**src/rtl/strike_pkg.sv**
```systemverilog
package strike_pkg;

    localparam int REG_W = 8;
    localparam int SEL_W = 3;

    typedef enum logic [2:0] {
        PH_IDLE  = 3'd0,
        PH_ATK_C = 3'd1,
        PH_ATK_F = 3'd2,
        PH_DLY_C = 3'd3,
        PH_DLY_E = 3'd4
    } phase_e;

    typedef struct packed {
        logic [REG_W-1:0] coarse;
        logic [REG_W-1:0] fine;
        logic [REG_W-1:0] dcoarse;
        logic [REG_W-1:0] dfine;
    } timing_t;

    function automatic logic psc_valid(input logic [SEL_W-1:0] sel);
        return (sel >= 3'd1) && (sel <= 3'd5);
    endfunction

    function automatic int psc_shift(input logic [SEL_W-1:0] sel);
        case (sel)
            3'd2:    return 3;
            3'd3:    return 6;
            3'd4:    return 8;
            3'd5:    return 10;
            default: return 0;
        endcase
    endfunction

endpackage

```
**src/rtl/strike_tick_gen.sv**
```systemverilog
module strike_tick_gen
    import strike_pkg::*;
#(
    parameter int DIV_W = 10
) (
    input  logic             clk,
    input  logic             rst,
    input  logic [SEL_W-1:0] sel,
    input  logic             restart,
    output logic             tick
);
    logic [SEL_W-1:0] sel_q;
    logic [DIV_W-1:0] pcnt;
    logic [DIV_W-1:0] lim;
    logic             changed;
    logic             valid;

    always_comb begin
        valid   = psc_valid(sel);
        lim     = DIV_W'((32'd1 << psc_shift(sel)) - 32'd1);
        changed = (sel != sel_q);
        tick    = valid && !changed && !restart && (pcnt == lim);
    end

    always_ff @(posedge clk) begin
        if (rst) begin
            sel_q <= '0;
            pcnt  <= '0;
        end else begin
            sel_q <= sel;
            if (changed || restart || !valid || (pcnt == lim))
                pcnt <= '0;
            else
                pcnt <= pcnt + 1'b1;
        end
    end
endmodule

```
**src/rtl/strike_phase_core.sv**
```systemverilog
module strike_phase_core
    import strike_pkg::*;
(
    input  logic    clk,
    input  logic    rst,
    input  logic    tick,
    input  logic    start,
    input  logic    stop,
    input  timing_t cfg,
    output logic    attack,
    output logic    hold_flag,
    output logic    hold_go
);
    phase_e           phase;
    timing_t          cfg_q;
    logic [REG_W-1:0] tcnt;
    logic [REG_W-1:0] ccnt;
    logic [REG_W-1:0] cmp;
    logic             period_done;

    assign period_done = tick && (phase != PH_IDLE) && (tcnt == cmp);

    always_ff @(posedge clk) begin
        if (rst) begin
            phase     <= PH_IDLE;
            cfg_q     <= '0;
            tcnt      <= '0;
            ccnt      <= '0;
            cmp       <= '0;
            attack    <= 1'b0;
            hold_flag <= 1'b0;
            hold_go   <= 1'b0;
        end else begin
            hold_go <= 1'b0;
            if (stop) begin
                phase     <= PH_IDLE;
                attack    <= 1'b0;
                hold_flag <= 1'b0;
            end else if (start) begin
                cfg_q     <= cfg;
                phase     <= PH_ATK_C;
                tcnt      <= '0;
                ccnt      <= '0;
                cmp       <= '1;
                attack    <= 1'b1;
                hold_flag <= 1'b0;
            end else if (tick && phase != PH_IDLE) begin
                if (!period_done) begin
                    tcnt <= tcnt + 1'b1;
                end else begin
                    tcnt <= '0;
                    case (phase)
                        PH_ATK_C: begin
                            if (ccnt == cfg_q.coarse) begin
                                phase <= PH_ATK_F;
                                cmp   <= cfg_q.fine;
                            end else begin
                                ccnt <= ccnt + 1'b1;
                            end
                        end
                        PH_ATK_F: begin
                            attack <= 1'b0;
                            if (cfg_q.dcoarse != '0) begin
                                phase <= PH_DLY_C;
                                ccnt  <= '0;
                                cmp   <= '1;
                            end else begin
                                phase <= PH_DLY_E;
                                cmp   <= cfg_q.dfine;
                            end
                        end
                        PH_DLY_C: begin
                            if (REG_W'(ccnt + 1'b1) == cfg_q.dcoarse) begin
                                phase <= PH_DLY_E;
                                cmp   <= cfg_q.dfine;
                            end else begin
                                ccnt <= ccnt + 1'b1;
                            end
                        end
                        PH_DLY_E: begin
                            phase     <= PH_IDLE;
                            hold_flag <= 1'b1;
                            hold_go   <= 1'b1;
                        end
                        default: phase <= PH_IDLE;
                    endcase
                end
            end
        end
    end
endmodule

```
**src/rtl/strike_seq.sv**
```systemverilog
module strike_seq
    import strike_pkg::*;
#(
    parameter int DIV_W = 10
) (
    input  logic             clk,
    input  logic             rst,
    input  logic [SEL_W-1:0] psc_sel,
    input  logic             note_on,
    input  logic             note_off,
    input  logic [REG_W-1:0] atk_coarse,
    input  logic [REG_W-1:0] atk_fine,
    input  logic [REG_W-1:0] max_coarse,
    input  logic [REG_W-1:0] dly_coarse,
    input  logic [REG_W-1:0] dly_fine,
    output logic             attack_o,
    output logic             hold_start_o,
    output logic [REG_W-1:0] state_flags_o,
    output logic [REG_W-1:0] err_flags_o
);
    localparam int CLAMP_BIT = 2;

    logic    start;
    logic    over;
    logic    tick;
    logic    hold_flag;
    logic    clamp_err;
    timing_t cfg;

    assign start = note_on && !note_off;
    assign over  = (atk_coarse > max_coarse);

    always_comb begin
        cfg.coarse  = over ? max_coarse : atk_coarse;
        cfg.fine    = atk_fine;
        cfg.dcoarse = dly_coarse;
        cfg.dfine   = dly_fine;
    end

    strike_tick_gen #(.DIV_W(DIV_W)) tick_i (
        .clk     (clk),
        .rst     (rst),
        .sel     (psc_sel),
        .restart (start),
        .tick    (tick)
    );

    strike_phase_core core_i (
        .clk       (clk),
        .rst       (rst),
        .tick      (tick),
        .start     (start),
        .stop      (note_off),
        .cfg       (cfg),
        .attack    (attack_o),
        .hold_flag (hold_flag),
        .hold_go   (hold_start_o)
    );

    always_ff @(posedge clk) begin
        if (rst)
            clamp_err <= 1'b0;
        else if (start && over)
            clamp_err <= 1'b1;
    end

    always_comb begin
        state_flags_o    = '0;
        state_flags_o[0] = attack_o;
        state_flags_o[1] = hold_flag;
        err_flags_o            = '0;
        err_flags_o[CLAMP_BIT] = clamp_err;
    end
endmodule

```
**config.mk**
```make
export PLATFORM = sky130hd
export DESIGN_NAME = strike_seq
export DESIGN_NICKNAME = d
export VERILOG_FILES = /design/src/rtl/strike_pkg.sv /design/src/rtl/strike_tick_gen.sv /design/src/rtl/strike_phase_core.sv /design/src/rtl/strike_seq.sv
export SDC_FILE = /design/constraint.sdc
export NUM_CORES = 1
export LEC_CHECK = 0
export BUFFER_PORTS_ARGS = -buffer_cell sky130_fd_sc_hd__buf_2
export CORE_UTILIZATION = 52
export CTS_CLUSTER_DIAMETER = 40
export CTS_CLUSTER_SIZE = 40
export DETAILED_ROUTE_END_ITERATION = 10
export PLACE_DENSITY = 0.77
export SYNTH_ARGS = -nofsm -noshare
export SYNTH_HDL_FRONTEND = slang
export SYNTH_SLANG_ARGS = --single-unit
```
**constraint.sdc**
```tcl
create_clock -name clk -period 3 [get_ports clk]
set_clock_uncertainty 0.15 [all_clocks]
set_input_delay 0.45 -clock clk [delete_from_list [all_inputs] [get_ports clk]]
set_output_delay 0.45 -clock clk [all_outputs]
set_load 0.01 [all_outputs]
```
; Word level (Yosys, flattened, before mapping)
; Index checks and enable logic that the tools add are counted.
[word_totals]
memories = 0
mem_bits_ro = 0
input_bits = 47
wordCells = 110
reg_bits = 76
output_inout_bits = 18
latchBits = 0
ram_bits = 0
[op_classes]
mux = 31
eq_ne = 20
n_mul = 0
n_lt_le_gt_ge = 3
addsub = 4
shift = 1
div = 0
bitwise_logic = 3
reduce_logical = 33
[ops]
columns = op, count
row1 = $mux 8, 16
row2 = $pmux 8 s3, 2
row3 = $eq 8x8->1, 3
row4 = $add 8x1->8 const B, 2
row5 = $pmux 4 s4, 1
row6 = $eq 3x2->1 const B, 4
row7 = $add 10x1->10 const B, 1
row8 = $eq 10x10->1, 1
row9 = $shl 1x4->10 const A, 1
row10 = $sub 10x1->10 const B, 1
row11 = $eq 3x3->1 const B, 3
row12 = $mux 3, 3
row13 = $ne 3x2->1 const B, 3
row14 = $pmux 3 s3, 1
row15 = $gt 8x8->1, 1
row16 = $logic_and 1x1->1, 8
row17 = $mux 1, 8
row18 = $reduce_and 4->1, 2
row19 = $reduce_bool 8->1, 1
row20 = $reduce_and 7->1, 1
row21 = $ne 3x3->1 const B, 2
row22 = $reduce_and 3->1, 2
row23 = $reduce_and 6->1, 1
row24 = $reduce_bool 2->1, 3
row25 = other kinds (14), 24

; Logic depth before layout (Yosys ltp)
; Gate-level depths: netlist (run 1).
[logic_depth]
ltp_word = 11
ltp_mapped = 11
ltp_nobuf = 9

; Cells and area by module
; From an unflattened synthesis (run 1), not the netlist that was laid out.
[hier_totals]
hier_cells = 551
hier_area_um2 = 4458.0
[modules_own_cells]
columns = mod, cells_per_inst, area_per_inst_um2, seq_area_each_um2, instances
row1 = strike_phase_core, 396, 3190.6, 1241.2, 1
row2 = strike_tick_gen, 97, 803.3, 260.2, 1
row3 = strike_seq, 58, 464.2, 20.0, 1

; Least setup slack after synthesis (run 1)
; Ideal clock, no wire load.
[synth_timing]
path_type = input-to-reg
start = in psc_sel[2]
end = reg core_i.cmp[5]
required_ns = 2.718
n_path_buf = 1
arrival_time_ns = 2.975
setup_ns = 0.132
path_stages = 10
path_slack_ns = -0.257
path_cell_list = buf_2 -> inv_1 -> ha_1 -> or4_1 -> a22oi_1 -> o211a_1 -> o211ai_2 -> or4b_4 -> nor4b_4 -> a21oi_1
[synth_via]
elab_chain_cells = 10
elab_cells_between_ends = 21
cone_classes = add/sub (1) / order compare (2) / eq/ne (6) / shift (1) / mux (1) / reduce/logical (10)
[synth_lines]
columns = element, line
row1 = start: declaration, strike_seq.sv:8  ; input logic [SEL_W-1:0] psc_sel,
row2 = $eq 3x3->1 / $eq 3x2->1 (equally long branches), strike_pkg.sv:26  ; case (sel)
row3 = $pmux 4 s4, strike_pkg.sv:26
row4 = $shl 1x4->10, strike_tick_gen.sv:20  ; lim = DIV_W'((32'd1 << psc_shift(sel)) - 32'd1);
row5 = $sub 10x1->10, strike_tick_gen.sv:20
row6 = $eq 10x10->1, strike_tick_gen.sv:22  ; tick = valid && !changed && !restart && (pcnt == lim);
row7 = $logic_and 1x1->1 *, strike_tick_gen.sv:22
row8 = $logic_and 1x1->1 *, "strike_phase_core.sv:21, strike_phase_core.sv:47"
row9 = $logic_and 1x1->1, strike_phase_core.sv:21  ; assign period_done = tick && (phase != PH_IDLE) && (tcnt == cmp);
row10 = $reduce_bool 2->1 (no line), --
row11 = $reduce_and 6->1 (no line) *, --
row12 = end signal: assignment, strike_phase_core.sv:56  ; cmp <= cfg_q.fine;
row13 = end signal: assignment, strike_phase_core.sv:69  ; cmp <= cfg_q.dfine;
row14 = end signal: assignment, strike_phase_core.sv:75  ; cmp <= cfg_q.dfine;
row15 = end: declaration, strike_phase_core.sv:18  ; logic [REG_W-1:0] cmp;
; Mark *: on every way between the ends. The rest lies on a longest branch, timed or not.
; A chain may end at the register's enable or synchronous reset.

; Worst setup path after layout (run 1)
[layout_timing]
start = in psc_sel[1]
end = reg core_i.cmp[1]
; The elaborated chain is that of the path after synthesis.

==> results of run 1 <==
## cell usage in the layout, fill, tap and decap left out, drive strengths merged, types with 8 or more instances in the layout
cell type,n
xor2,13
a21oi,41
buf,77
o21ai,26
nand4,10
dfxtp,76
a311oi,8
nand2b,8
nor2,53
nor2b,8
clkbuf,10
ha,15
nand3,16
mux2i,11
inv,17
nor3,16
and3,9
xnor2,21
conb,13
nand2,69
## critical path: stages
cell and delay (ps):
buf_2 100, inv_1 130, ha_4 220, or4_1 470
a22oi_1 200, o211a_1 210, o211ai_2 110, or4b_4 550
nor4b_4 250, buf_4 190, a21oi_1 80
## worst paths after layout
check | startpoint | endpoint | slack [ps] | depth (start not counted)
max | psc_sel[1] | core_i.cmp[1] | 120 | 11
min | atk_fine[0] | core_i.cfg_q[16] | 170 | 3
max reg2reg | core_i.ccnt[1] | core_i.cmp[1] | 180 | 9
min reg2reg | core_i.hold_flag | core_i.hold_flag | 300 | 1
## cell families (layout without fill, tap and decap cells)
logic type / after synthesis / in the layout / synth area share [%]
xor+xnor: 35 / 35 / 7.441
buf+inv: 62 / 110 / 7.007
flops: 76 / 76 / 35.21
compound gates: 121 / 121 / 18.88
fa+ha+maj: 15 / 15 / 4.343
mux: 11 / 11 / 2.548
simple gates: 215 / 215 / 24.49
other cells: 1 / 13 / 0.08677
## power by group
group	leakage, uW	internal (uW)	switching [uW]
combinational	0.00126	124	166
clock	0.000120	554	393
sequential	0.000620	1040	26.2
total	0.00200	1720	585
## through the flow
stage	cell area, um^2	power [uW]	worst slack [ps]	hold WS, ps	TNS, ps
after floorplan	4392	1299	-110.4	277.8	-878.9
after global placement	4728	1369	-169.1	282.7	-1341
after detailed placement	4728	1378	-243.2	285.5	-2501
after CTS	4969	2315	123.5	165.4	0
after global routing	4969	2406	24.46	164.1	0
final	4969	2306	124.7	173.3	0
## final cells by class
type	instances	share of cell area [%]
inverter	17	1.335
multi-input combinational	410	51.57
clock inverter	6	2.266
sequential	76	30.62
timing repair buffer	77	9.066
clock buffer	10	2.569
tap	102	2.569
## flip-flops by register name (all words and copies together), names as in the netlist
register,cells
clamp_err,1
core_i.attack,1
core_i.ccnt,8
core_i.cfg_q,32
core_i.cmp,8
core_i.hold_flag,1
core_i.hold_go,1
core_i.phase,3
core_i.tcnt,8
tick_i.pcnt,10
tick_i.sel_q,3
## layer usage
layer,global-route usage (%),up-vias
li1,-,1964
met1,31.75,1821
met2,38.54,139
met3,5.447,18
met4,8.974,0
met5,0,-
==> results.toml, run 1 <==
[outcome]
status = "complete, no violations"

[power_and_ir_drop]
vdd_ir_drop_max_uv = 255.5
leakagePower_uw = 0.002004
cellPowerDensity_nw_per_um2 = 464.2

[routing]
drt_iter0_markers = 265
vias = 3942
top_layer = "met4"
viasPerCell = 5.648
drt-total-wl_mm = 9.861
firstDrtPassIters = 5
drc_errors = 0
route.met2.wl_mm = 4.577
wl_met3_um = 599
wl_met1_mm = 4.494
ant_nets = 0
wl_per_cell_um = 14.13

[placed_design]
gp_congestion = 0.9020
placedCellCount = 682
hpwl_mm = 7.199
port-buffer-count = 51

[timing]
maxSlewHeadroom_pct = 16.68
setup_viol = 0
fin_crit_sh_pct = 95.84
min_period_ps = 2875
hold_viol = 0
worst_slew_pin_slew_ps = 1244
fmax_ghz = 0.3478
slew_viol_final = 0
rsz0062_at_grt = "no"

[logic_synthesis]
netlist_top_cells_area = "dfxtp_1 35%, nand2_1 6.0%, a21oi_1 4.7%, nor2_1 4.6%, ha_1 4.3%"
yosysTopAreaCell = "dfxtp_1"
synth_top_cell_area_share_pct = 35.21
synth_most_common_cell = "dfxtp_1"
yosys_warnings = 0
yosysUniqueCellTypes = 61
async_reset_ff_share_pct = 0
seq_area_frac_synth_pct = 35.21
ys_top_cells_by_count = "76 x dfxtp_1, 69 x nand2_1, 53 x nor2_1"
synth_ff_type = "dfxtp_1"
synth_cells = 536
synth_area_per_cell_um2 = 8.063
synth_edf_count = 0
synth_seq_cells = 76
syn_area_um2 = 4322

[cts]
path_clk_slew_ps = 80
worstSkewPairLatency_ps = 360
post_cts_buffers = 0
cts.sinks = 76
tritoncts = "done"
cts_buffer_depth = 2
ctsRootBufferMaster = "clkbuf_8"
cts.repair.resized = 0
cts_hold_buf = 0
cts_htree_levels = 3
numCtsBuffers = 9

[layout]
final_cells = 698
seq_area_um2 = 1521
area_growth_syn_to_layout_pct = 14.97
final_nets = 653
drive_above_1_share_pct = 17.95
final_core_util_pct = 62.99
insertedDiodeCount = 0
fillCellCount = 666
multi_input_area_um2 = 2562

[floorplan]
die_h_um = 93.17
initial_core_util_pct = 54.79
die-area_um2 = 8680
fp.dieW_um = 93.17
num_io_pins = 65
core_region_area_um2 = 7888
rows = 32

[global_routing]
grt_pass1_vias = 3762
grt_usage_pct = 24.13
grt_overflow = 0
grt_max_degree = 54
antenna_found_initial = 0
grt_pass1_wl_mm = 16.94

[min_path]
hp-class = "primary input to register"

[setup_path]
criticalPathCategory = "primary input to register"
critPathLaunchType = "primary input"
cp.arrival_ps = 2970
cp.required_ps = 3100
end_kind = "register"
worstPathMaxFanout = 8

[flow_run]
drv_cap = 0
No activity file was read; power rests on OpenSTA's default activity.
==> run 2, diff against run 1 <==
==> constraint.sdc (replaced) <==
create_clock -name clk -period 3 [get_ports clk]
set_clock_uncertainty 0.15 [all_clocks]
set_input_delay 0.6 -clock clk [delete_from_list [all_inputs] [get_ports clk]]
set_output_delay 0.6 -clock clk [all_outputs]
set_load 0.01 [all_outputs]
==> results.toml, run 2 (same netlist as run 1, synthesis figures left out) <==
[min_path]
hp-class = "register to register"
hp-start = "core_i.cfg_q[4]"

[layout]
final_nets = 655
largest_register_ffs = 32
seq_area_um2 = 1521
most-common-layout-cells = "76 x dfxtp_1, 69 x nand2_1, 52 x nor2_1"
drive_above_1_share_pct = 19.23
final_cell_area_um2 = 4982
multi_input_area_um2 = 2594
insertedDiodeCount = 0
final_common_cell = "dfxtp_1"
largestRegisters = "core_i.cfg_q (32), tick_i.pcnt (10)"
area_growth_syn_to_layout_pct = 15.29
fillCellCount = 666
final_core_util_pct = 63.17
largest-register = "core_i.cfg_q"

[power_and_ir_drop]
cellPowerDensity_nw_per_um2 = 436.9
power_uw = 2177
vdd_ir_drop_max_uv = 292.0
leakagePower_uw = 0.002000

[setup_path]
critPathLaunchType = "primary input"
r2r_start = "core_i.ccnt[1]"
path_cells = "buf_2, inv_2, ha_4, or4_1, a22oi_2, o211a_1, o211ai_2, or4b_4, nor4b_4, buf_6, a21oi_1"
end_kind = "register"
criticalPathCategory = "primary input to register"
setup.worst_path.start = "psc_sel[1]"
cp.arrival_ps = 2970
cp_slowest_cell = "or4b_4"
max_stage_delay_ps = 550
cp.required_ps = 3090
worstPathMaxFanout = 8

[flow_run]
drv_cap = 0

[routing]
ant_nets = 0
wl_per_cell_um = 13.61
wl_met1_mm = 4.517
drt-total-wl_mm = 9.528
route.met2.wl_mm = 4.452
firstDrtPassIters = 5
drt_iter0_markers = 302
drc_errors = 0
vias = 3924
top_layer = "met4"
viasPerCell = 5.606
wl_met3_um = 425

[floorplan]
fp.dieW_um = 93.17
die_h_um = 93.17
core_region_area_um2 = 7888
rows = 32
num_io_pins = 65
initial_core_util_pct = 54.79
die-area_um2 = 8680

[global_routing]
antenna_found_initial = 0
grt_usage_pct = 23.12
grt_max_degree = 54
grt_pass1_vias = 3513
grt_overflow = 0
grt_pass1_wl_mm = 16.12

[outcome]
status = "complete, no violations"

[timing]
setup_viol = 0
fmax_ghz = 0.3471
min_period_ps = 2881
worst_slew_pin_slew_ps = 716.6
hold_viol = 0
maxSlewHeadroom_pct = 52.01
fin_crit_sh_pct = 96.04
slew_viol_final = 0

[cts]
cts.sinks = 76
cts_htree_levels = 3
cts_buffer_depth = 2
tritoncts = "done"
ctsRootBufferMaster = "clkbuf_8"
worstSkewPairLatency_ps = 360
numCtsBuffers = 9
path_clk_slew_ps = 80

[placed_design]
gp_congestion = 0.8983
port-buffer-count = 51
post_dp_cell_area_um2 = 4735
hpwl_mm = 7.016
-- run 2: stage by stage --
stage          instances  setup TNS [ps]  setup slack, ps  hold slack, ps
5_1_grt              700          -3.964           -3.964           314.9
2_1_floorplan        548           -2154           -260.2           277.8
3_3_place_gp         682           -3881           -335.8           287.6
6_report             700               0            118.9           307.2
3_5_place_dp         682           -4882           -374.7           292.0
4_1_cts              698               0            8.522           309.2
-- run 2: area by class of cell --
| class | instances | share of cell area [%] |
|---|---|---|
| clock buffers | 9 | 2.486 |
| clock inverters | 7 | 1.607 |
| inverters | 17 | 1.331 |
| multi-input cells | 410 | 52.06 |
| flip-flops and latches | 76 | 30.54 |
| well taps | 102 | 2.562 |
| repair buffers | 79 | 9.417 |
-- run 2: what timing repair did --
action	CTS	global route
pin swaps	0	4
setup endpoints to repair	4	10
hold buffers	0	0
resized for setup	1	5
setup buffers	0	2
-- run 2: final timing paths --
| path | to | slack, ps | depth (start not counted) |
|---|---|---|---|
| worst max-delay path | core_i.cmp[2] | 120 | 11 |
| worst min-delay path | core_i.cfg_q[4] | 310 | 2 |
| worst max register to register | core_i.ccnt[1] | 190 | 8 |
| worst min register to register | core_i.cfg_q[4] | 310 | 2 |
-- run 2: power by group --
group	internal [uW]	total [uW]	leakage (uW)	switching (uW)
Sequential	1040	1070	0.000620	24.8
Clock	397	811	0.000103	414
Combinational	129	298	0.00128	169
Total	1570	2180	0.00200	607
-- run 2: critical path, delay by kind of cell --
kind,cells,cell delay (ps)
compound gates,4,540
fa+ha+maj,1,200
buf+inv,3,350
simple gates,3,1270
-- run 2: metal layers --
metal  vias to the layer above  global-route usage [%]
met2                       126                   37.01
li1                       1974                       -
met5                         -                       0
met3                        14                   3.821
met4                         0                   8.333
met1                      1810                   31.34
